--- src/rtl/gpio_irq_pkg.sv ---
// Shared constants for the GPIO interrupt detector: register offsets,
// field positions and bus widths. Assumes byte offsets on an 8-bit bus.
package gpio_irq_pkg;
    localparam int unsigned ADDR_W   = 8;
    localparam int unsigned DATA_W   = 32;
    localparam int unsigned PER_W    = 4;   // width of the tick exponent field
    localparam int unsigned RISE_LSB = 16;  // rising/high enables start here

    localparam logic [ADDR_W-1:0] OFS_DBEN  = 8'h14;
    localparam logic [ADDR_W-1:0] OFS_MODE  = 8'h18;
    localparam logic [ADDR_W-1:0] OFS_IEN   = 8'h1C;
    localparam logic [ADDR_W-1:0] OFS_FLAG  = 8'h20;
    localparam logic [ADDR_W-1:0] OFS_DBCTL = 8'h24;

    // Debounce control fields as held in the register block.
    typedef struct packed {
        logic             src_slow;
        logic [PER_W-1:0] period;
    } dbctl_t;
endpackage

--- src/rtl/gpio_irq_regs.sv ---
// Configuration register file and read mux for the pin interrupt detector.
// Assumes single-cycle writes and combinational reads; the flag register
// lives in the pin slices, this block only decodes its write-1-to-clear.
module gpio_irq_regs
    import gpio_irq_pkg::*;
#(
    parameter int unsigned NPIN = 8
) (
    input  logic              clk,
    input  logic              rst_n,
    input  logic              wr_en,
    input  logic [ADDR_W-1:0] addr,
    input  logic [DATA_W-1:0] wdata,
    input  logic [NPIN-1:0]   flags_in,
    output logic [NPIN-1:0]   mode_q,
    output logic [NPIN-1:0]   dben_q,
    output logic [NPIN-1:0]   en_rise_q,
    output logic [NPIN-1:0]   en_fall_q,
    output dbctl_t            dbctl_q,
    output logic [NPIN-1:0]   clr_mask,
    output logic [DATA_W-1:0] rdata
);
    localparam int unsigned CTL_W = PER_W + 1;

    logic unused_wdata_bits;
    assign unused_wdata_bits = ^wdata;

    // Hold the configuration registers; cleared by reset, loaded on writes.
    always_ff @(posedge clk) begin
        if (!rst_n) begin
            mode_q    <= '0;
            dben_q    <= '0;
            en_rise_q <= '0;
            en_fall_q <= '0;
            dbctl_q   <= '0;
        end else if (wr_en) begin
            case (addr)
                OFS_MODE:  mode_q  <= wdata[NPIN-1:0];
                OFS_DBEN:  dben_q  <= wdata[NPIN-1:0];
                OFS_IEN: begin
                    en_rise_q <= wdata[RISE_LSB +: NPIN];
                    en_fall_q <= wdata[NPIN-1:0];
                end
                OFS_DBCTL: dbctl_q <= dbctl_t'(wdata[CTL_W-1:0]);
                default:   ;
            endcase
        end
    end

    // Decode the write-1-to-clear strobe for the pending flags.
    always_comb begin
        clr_mask = '0;
        if (wr_en && addr == OFS_FLAG) begin
            clr_mask = wdata[NPIN-1:0];
        end
    end

    // Select read data by offset; unmapped bits and offsets read zero.
    always_comb begin
        rdata = '0;
        case (addr)
            OFS_MODE:  rdata[NPIN-1:0] = mode_q;
            OFS_DBEN:  rdata[NPIN-1:0] = dben_q;
            OFS_IEN: begin
                rdata[RISE_LSB +: NPIN] = en_rise_q;
                rdata[NPIN-1:0]         = en_fall_q;
            end
            OFS_FLAG:  rdata[NPIN-1:0]  = flags_in;
            OFS_DBCTL: rdata[CTL_W-1:0] = dbctl_q;
            default:   rdata = '0;
        endcase
    end
endmodule

--- src/rtl/gpio_irq_tick.sv ---
// Shared debounce tick divider. One tick is emitted every 2^period counts,
// where a count is a system clock cycle or a cycle with the slow enable high.
// Assumes the slow enable is already synchronous to clk.
module gpio_irq_tick
    import gpio_irq_pkg::*;
#(
    parameter int unsigned EXP_W = PER_W
) (
    input  logic             clk,
    input  logic             rst_n,
    input  logic [EXP_W-1:0] period,
    input  logic             src_slow,
    input  logic             slow_en,
    output logic             tick
);
    localparam int unsigned CNT_W = (1 << EXP_W) - 1;

    logic [CNT_W-1:0] cnt_q;
    logic [CNT_W-1:0] mask;
    logic             step;

    // Choose what counts as one step of the divider.
    always_comb step = src_slow ? slow_en : 1'b1;

    // Low-order bits that must all be ones for a tick.
    always_comb mask = (CNT_W'(1) << period) - CNT_W'(1);

    // Tick on the step that completes a block of 2^period steps.
    always_comb tick = step && ((cnt_q & mask) == mask);

    // Free-running step counter.
    always_ff @(posedge clk) begin
        if (!rst_n) begin
            cnt_q <= '0;
        end else if (step) begin
            cnt_q <= cnt_q + CNT_W'(1);
        end
    end
endmodule

--- src/rtl/gpio_irq_pin.sv ---
// One pin slice: input sampling, optional two-tick debounce, edge/level
// trigger decode and the sticky pending flag. Assumes pin_lvl is already
// synchronized; the debounce filter tracks the raw level while disabled so
// turning it on never produces a spurious edge.
module gpio_irq_pin (
    input  logic clk,
    input  logic rst_n,
    input  logic pin_lvl,
    input  logic lvl_mode,
    input  logic db_on,
    input  logic arm_rise,
    input  logic arm_fall,
    input  logic tick,
    input  logic clr,
    output logic flag
);
    logic cur_q, old_q, cand_q, stable_q, flag_q;
    logic accept, rise_ev, fall_ev, level_hit, set_cond;

    // Sample the pin once per clock and keep the previous sample.
    always_ff @(posedge clk) begin
        if (!rst_n) begin
            cur_q <= 1'b0;
            old_q <= 1'b0;
        end else begin
            cur_q <= pin_lvl;
            old_q <= cur_q;
        end
    end

    // The new level must match the candidate taken on the previous tick.
    always_comb accept = db_on && tick && (cur_q == cand_q) && (cur_q != stable_q);

    // Debounce state: follow the raw level when off, sample on ticks when on.
    always_ff @(posedge clk) begin
        if (!rst_n) begin
            cand_q   <= 1'b0;
            stable_q <= 1'b0;
        end else if (!db_on) begin
            cand_q   <= cur_q;
            stable_q <= cur_q;
        end else if (tick) begin
            cand_q <= cur_q;
            if (accept) begin
                stable_q <= cur_q;
            end
        end
    end

    // Edge events from the raw samples or from the debounced level.
    always_comb begin
        if (db_on) begin
            rise_ev = accept &&  cur_q;
            fall_ev = accept && !cur_q;
        end else begin
            rise_ev =  cur_q && !old_q;
            fall_ev = !cur_q &&  old_q;
        end
    end

    // Level condition: exactly one polarity armed and the pin at that level.
    always_comb level_hit = (arm_rise ^ arm_fall) && (arm_rise ? cur_q : !cur_q);

    // Pick the trigger source by mode.
    always_comb begin
        if (lvl_mode) begin
            set_cond = level_hit;
        end else begin
            set_cond = (arm_rise && rise_ev) || (arm_fall && fall_ev);
        end
    end

    // Sticky flag: a new trigger takes priority over a same-cycle clear.
    always_ff @(posedge clk) begin
        if (!rst_n) begin
            flag_q <= 1'b0;
        end else begin
            flag_q <= set_cond || (flag_q && !clr);
        end
    end

    assign flag = flag_q;
endmodule

--- src/rtl/gpio_irq_detect.sv ---
// Top of the GPIO pin interrupt detector: register file, shared debounce
// tick and one slice per pin, with the flags folded into irq and wake.
// Assumes pin_in and slow_tick_en are synchronous to clk.
module gpio_irq_detect
    import gpio_irq_pkg::*;
#(
    parameter int unsigned NPIN = 8
) (
    input  logic              clk,
    input  logic              rst_n,
    input  logic [NPIN-1:0]   pin_in,
    input  logic              slow_tick_en,
    input  logic              reg_wr,
    input  logic [ADDR_W-1:0] reg_addr,
    input  logic [DATA_W-1:0] reg_wdata,
    output logic [DATA_W-1:0] reg_rdata,
    output logic              irq_out,
    output logic              wake_req
);
    logic [NPIN-1:0] mode_q, dben_q, en_rise_q, en_fall_q, clr_mask, flag_q;
    dbctl_t          dbctl_q;
    logic            tick;

    gpio_irq_regs #(.NPIN(NPIN)) u_regs (
        .clk       (clk),
        .rst_n     (rst_n),
        .wr_en     (reg_wr),
        .addr      (reg_addr),
        .wdata     (reg_wdata),
        .flags_in  (flag_q),
        .mode_q    (mode_q),
        .dben_q    (dben_q),
        .en_rise_q (en_rise_q),
        .en_fall_q (en_fall_q),
        .dbctl_q   (dbctl_q),
        .clr_mask  (clr_mask),
        .rdata     (reg_rdata)
    );

    gpio_irq_tick #(.EXP_W(PER_W)) u_tick (
        .clk      (clk),
        .rst_n    (rst_n),
        .period   (dbctl_q.period),
        .src_slow (dbctl_q.src_slow),
        .slow_en  (slow_tick_en),
        .tick     (tick)
    );

    for (genvar gi = 0; gi < NPIN; gi++) begin : g_pin
        gpio_irq_pin u_pin (
            .clk      (clk),
            .rst_n    (rst_n),
            .pin_lvl  (pin_in[gi]),
            .lvl_mode (mode_q[gi]),
            .db_on    (dben_q[gi]),
            .arm_rise (en_rise_q[gi]),
            .arm_fall (en_fall_q[gi]),
            .tick     (tick),
            .clr      (clr_mask[gi]),
            .flag     (flag_q[gi])
        );
    end

    // Combine pending flags into the interrupt and wake-up requests.
    always_comb begin
        irq_out  = |flag_q;
        wake_req = |(flag_q & (en_rise_q | en_fall_q));
    end
endmodule

--- config.mk ---
export PLATFORM = sky130hd
export DESIGN_NAME = gpio_irq_detect
export DESIGN_NICKNAME = d
export VERILOG_FILES = /design/src/rtl/gpio_irq_pkg.sv /design/src/rtl/gpio_irq_regs.sv /design/src/rtl/gpio_irq_tick.sv /design/src/rtl/gpio_irq_pin.sv /design/src/rtl/gpio_irq_detect.sv
export SDC_FILE = /design/constraint.sdc
export NUM_CORES = 1
export LEC_CHECK = 0
export ABC_CLOCK_PERIOD_IN_PS = 6100
export CAP_MARGIN = 5
export CORE_MARGIN = 4
export CORE_UTILIZATION = 35
export DETAILED_ROUTE_END_ITERATION = 8
export MAX_ROUTING_LAYER = met4
export PLACE_DENSITY = 0.58
export SLEW_MARGIN = 20
export SYNTH_ARGS = -nofsm -noshare
export SYNTH_HDL_FRONTEND = slang
export SYNTH_SLANG_ARGS = --single-unit
--- constraint.sdc ---
create_clock -name clk -period 6.1 [get_ports clk]
set_clock_uncertainty 0.15 [all_clocks]
set_input_delay 0.915 -clock clk [delete_from_list [all_inputs] [get_ports clk]]
set_output_delay 0.915 -clock clk [all_outputs]
set_load 0.05 [all_outputs]
Word level (Yosys, flattened, before mapping)
Index checks and enable logic that the tools add are counted.

Output and inout bits: 34. Input bits: 52. Word-level logic and storage cells: 320. Register bits after elaboration: 92.

Equality and inequality tests: 38. Muxes and demuxes: 77. $add $sub $neg: 2. Reduce and logical (&&, ||, !) cells: 144. Bitwise operators: 11. Shift-type cells: 1.

Operators with widths (number): $logic_and 1x1->1 (90); $mux 1 (73); $ne 2x1->1 const B (16); $pmux 5 s5 (1); $eq 8x5->1 const B (3); $logic_not 1->1 (24); $reduce_and 2->1 (12); $eq 8x6->1 const B (2); $logic_or 1x1->1 (16); $mux 8 (2); $reduce_or 8->1 (2); $add 15x1->15 const B (1); $and 15x15->15 (1); $eq 15x15->1 (1); $shl 1x4->15 const A (1); $sub 15x2->15 const B (1); $pmux 3 s4 (1); $and 8x8->8 (1); $eq 1x1->1 (8); $ne 1x1->1 (8); $or 8x8->8 (1); $xor 1x1->1 (8).

Longest topological paths before layout
Word-level depth: 14. Depth in mapped cells: 13. Gate-level depth less buffers: 9.

Modules after synthesis
From an unflattened synthesis, not the netlist that was laid out.

Cells, all modules: 575. Area total of the unflattened synthesis: 5166.2 µm².

By module, submodules not included: gpio_irq_regs (area an instance 2088.3 µm², seq. area each 740.7 µm², cells each 235, times used 1); gpio_irq_pin (area an instance 252.7 µm², seq. area each 100.1 µm², cells each 25, times used 8); gpio_irq_tick (area an instance 977.2 µm², seq. area each 300.3 µm², cells each 126, times used 1); gpio_irq_detect (area an instance 78.8 µm², seq. area each 0.0 µm², cells each 14, times used 1).

Worst setup path after synthesis
Ideal clock, no wire load.

Path kind: input -> output. Start point: input reg_addr[1]. End point: output reg_rdata[5]. Stages: 6. Slack: 2237 ps. Required time: 5035 ps. Path buffers: 1. Arrival time: 2798 ps. Cell sequence: or4_4 -> or3b_4 -> nor3b_4 -> buf_4 -> nand2_1 -> nand2_1.

Cells in the longest elaborated chain, start to end: 2. Elaborated cells on any way between the ends: 5. Those cells by class: 4 x eq/ne; 1 x mux.

RTL lines: start, declared (line gpio_irq_detect.sv:14) `input logic [ADDR_W-1:0] reg_addr,`; $eq 8x6->1 / $eq 8x5->1 (equally long branches) (line gpio_irq_regs.sv:61) `case (addr)`; $pmux 3 s4 * (line gpio_irq_regs.sv:61); end, declared (line gpio_irq_detect.sv:16) `output logic [DATA_W-1:0] reg_rdata,`.

Mark *: on every way between the ends. The rest lies on a longest branch, timed or not.

Worst setup path in the final report
Start point: input reg_addr[1]. End point: output reg_rdata[0].

Cells in the longest elaborated chain, start to end: 2. Elaborated cells on any way between the ends: 6. Those cells by class: 5 x eq/ne; 1 x mux.

RTL lines (line): $eq 8x6->1 / $eq 8x5->1 (equally long branches) (gpio_irq_regs.sv:61); $pmux 5 s5 * (gpio_irq_regs.sv:61).

Marked as above.

==> metrics.yaml <==
synth_top_cell_area_share_pct: 36.0
fillCellCount: 1416
cts_tree: "yes"
max-slew-margin-rel_pct: 27.4
netlist_area_um2: 5110
status: "complete, no violations"
grt_pass1_vias: 4493
layout_common_cells: "120 x nand2_1, 92 x dfxtp_1, 65 x a21oi_1"
final_area_um2: 5940
cpMostUsedCell: "clkdlybuf4s50_1"
p_leak_nw: 2.11
setup_viol_count_final: 0
area.sequential_um2: 1840
crit_type: "in2out"
fin_util_pct: 42.1
cellPowerDensity_nw_per_um2: 217
hold_path.class: "reg2reg"
wirelength_um: 14000
seq_area_frac_synth_pct: 36.0
ir_worst_vdd_v: 0.000134
rsz0062_at_grt: "no"
crit_family: "simple AND/OR/NAND/NOR gates"
synth-async-reset-ratio_pct: 0
start_kind: "primary input"
cts-buffers-inserted: 9
dpl_cell_area_um2: 5650
setup_tns_ps: 0
grt_max_degree: 38
layout_commonest_cell: "nand2_1"
clock_sinks: 92
grtUsageTotal_pct: 17.7
routabilityCongestion: 0.836
wl_per_cell_um: 15.9
critPathRequiredTime_ps: 5030
floorplan.initialDensity_pct: 36.3
path_buf_inv: 2
r2r_slack_ps: 2230
finalCriticalPeriod_ps: 5310
max_stage_delay_ps: 810
syn_area_per_cell_um2: 7.63
place_inst: 861
rows: 43
io_buffers: 53
synth-seq-cells: 92
clock_latency_ps: 350
synthToLayoutAreaGrowth_pct: 16.1
layout-drive-gt1-share_pct: 4.02
synthFlopType: "dfxtp_1"
final_nets: 754
overflow: 0
viasPerCell: 5.39
synth_top_cell_by_area: "dfxtp_1"
endpoint_kind: "primary output"
path_clk_slew_ps: 60
crit_chain: "clkdlybuf4s50_1, or4_4, or3b_4, nor3b_4, a22oi_1, nand2_1, clkdlybuf4s50_1"
synth-edff-count: 0
firstDrtPassIters: 6
htreeDepth: 3
cts_resized: 0
die_w_um: 129
tightest_slew_ps: 1090
synth_cell_type_count: 62
antenna_cells: 0
synth_cells: 670
vias: 4721
die_area_um2: 16600
dp_hpwl_um: 9580
pre_cts_ws_ps: 799
antenna_found_initial: 0
clock_path_buffers: 2
drc: 0
ctsHoldBuffers: 0
drtAntennaViolNets: 0
setup_slack_ps: 788
cp_max_fo: 16
fp.dieH_um: 129
coreArea_um2: 14100
multi_input_area_um2: 2850
ios: 86
grt_first_pass_wirelength_um: 22700
synth_area_leaders: "dfxtp_1 36%, nand2_1 8.8%, a21oi_1 6.4%, inv_1 3.2%, and2_1 2.9%"
max_freq_mhz: 188
crit_path_top_delay_cell: "clkdlybuf4s50_1"
slew_violations: 0
cts_setup_buffers: 0
maxCapViolCount: 0
hold_viol_final: 0
period_share_pct: 87.1
cts_root_buf: "clkbuf_16"
critical_path_arrival_ps: 4250
instances_no_fill: 876
synth.yosys.warnings: 0
dr.first_iter.drc_count: 442
## flip-flops by register name (all words and copies together), names as in the netlist
name,count
u_regs.dbctl_q,5
u_regs.en_fall_q,8
g_pin.u_pin.cur_q,8
u_tick.cnt_q,15
g_pin.u_pin.cand_q,8
u_regs.en_rise_q,8
g_pin.u_pin.stable_q,8
u_regs.dben_q,8
g_pin.u_pin.old_q,8
u_regs.mode_q,8
g_pin.u_pin.flag,8
## cells in the mapped netlist, types with 9 or more instances
master    count
o21ai_0      27
nand3_1      22
a31oi_1       9
o22ai_1      10
or3_1        17
xor2_1        9
and2_1       24
dfxtp_1      92
buf_4        17
nand2b_1      9
nand2_1     120
buf_2        10
nor2_1       33
clkbuf_1     33
mux2i_1      13
xnor2_1      13
ha_1         10
a21oi_1      65
inv_1        43
## path summary, 6_finish.rpt
path	start	to	cells after the start
worst max-delay path	reg_addr[1]	reg_rdata[0]	7
worst min-delay path	u_tick.cnt_q[1]	u_tick.cnt_q[1]	2
worst max register to register	u_regs.dbctl_q[3]	g_pin[0].u_pin.stable_q	9
worst min register to register	u_tick.cnt_q[1]	u_tick.cnt_q[1]	2
## report_power, final
part | switching (mW) | leakage, nW | total (mW) | internal [mW]
sequential | 0.0141 | 0.748 | 0.626 | 0.612
clock | 0.236 | 0.139 | 0.564 | 0.328
combinational | 0.0593 | 1.22 | 0.0961 | 0.0368
## final cells by class
cell class                      instances  share of cell area [%]
Multi-Input combinational cell        488                    48.0
Timing Repair Buffer                   58                    9.56
Sequential cell                        92                    31.0
Clock inverter                          3                   0.779
Clock buffer                           12                    4.15
Tap cell                              180                    3.79
Inverter                               43                    2.72
## metal layers
metal  routed length, µm  global-route usage (%)  up-vias  part of all wire (%)
li1                    -                       -     2336                     -
met5                   0                       -        -                     0
met3                 679                    4.36       20                   4.9
met2                6500                    27.7      120                    47
met4                 287                    6.05        0                   2.1
met1                6490                    22.3     2245                    46
## cell families after synthesis
family,Yosys count,share of synthesized area (%)
buffers and inverters,105,9.49
multiplexers,14,2.76
AND/OR/NAND/NOR,265,25.5
adder cells (fa/ha/maj),10,2.45
XOR/XNOR,22,3.77
AO/OA/AOI/OAI,161,19.9
flip-flops,92,36.0
other,1,0.0733
## through the flow
step,power (mW),hold slack [ps]
final,1.29,342
after global routing,1.34,366
after detailed placement,0.736,331
after CTS,1.30,340
after global placement,0.733,323
after floorplan,0.705,304
## tightest hold or removal path, stage by stage (launching register included)
cell and delay (ps):
dfxtp_1 330, nand2_1 60, a21oi_1 50
Power figures use the tool's default switching activity.
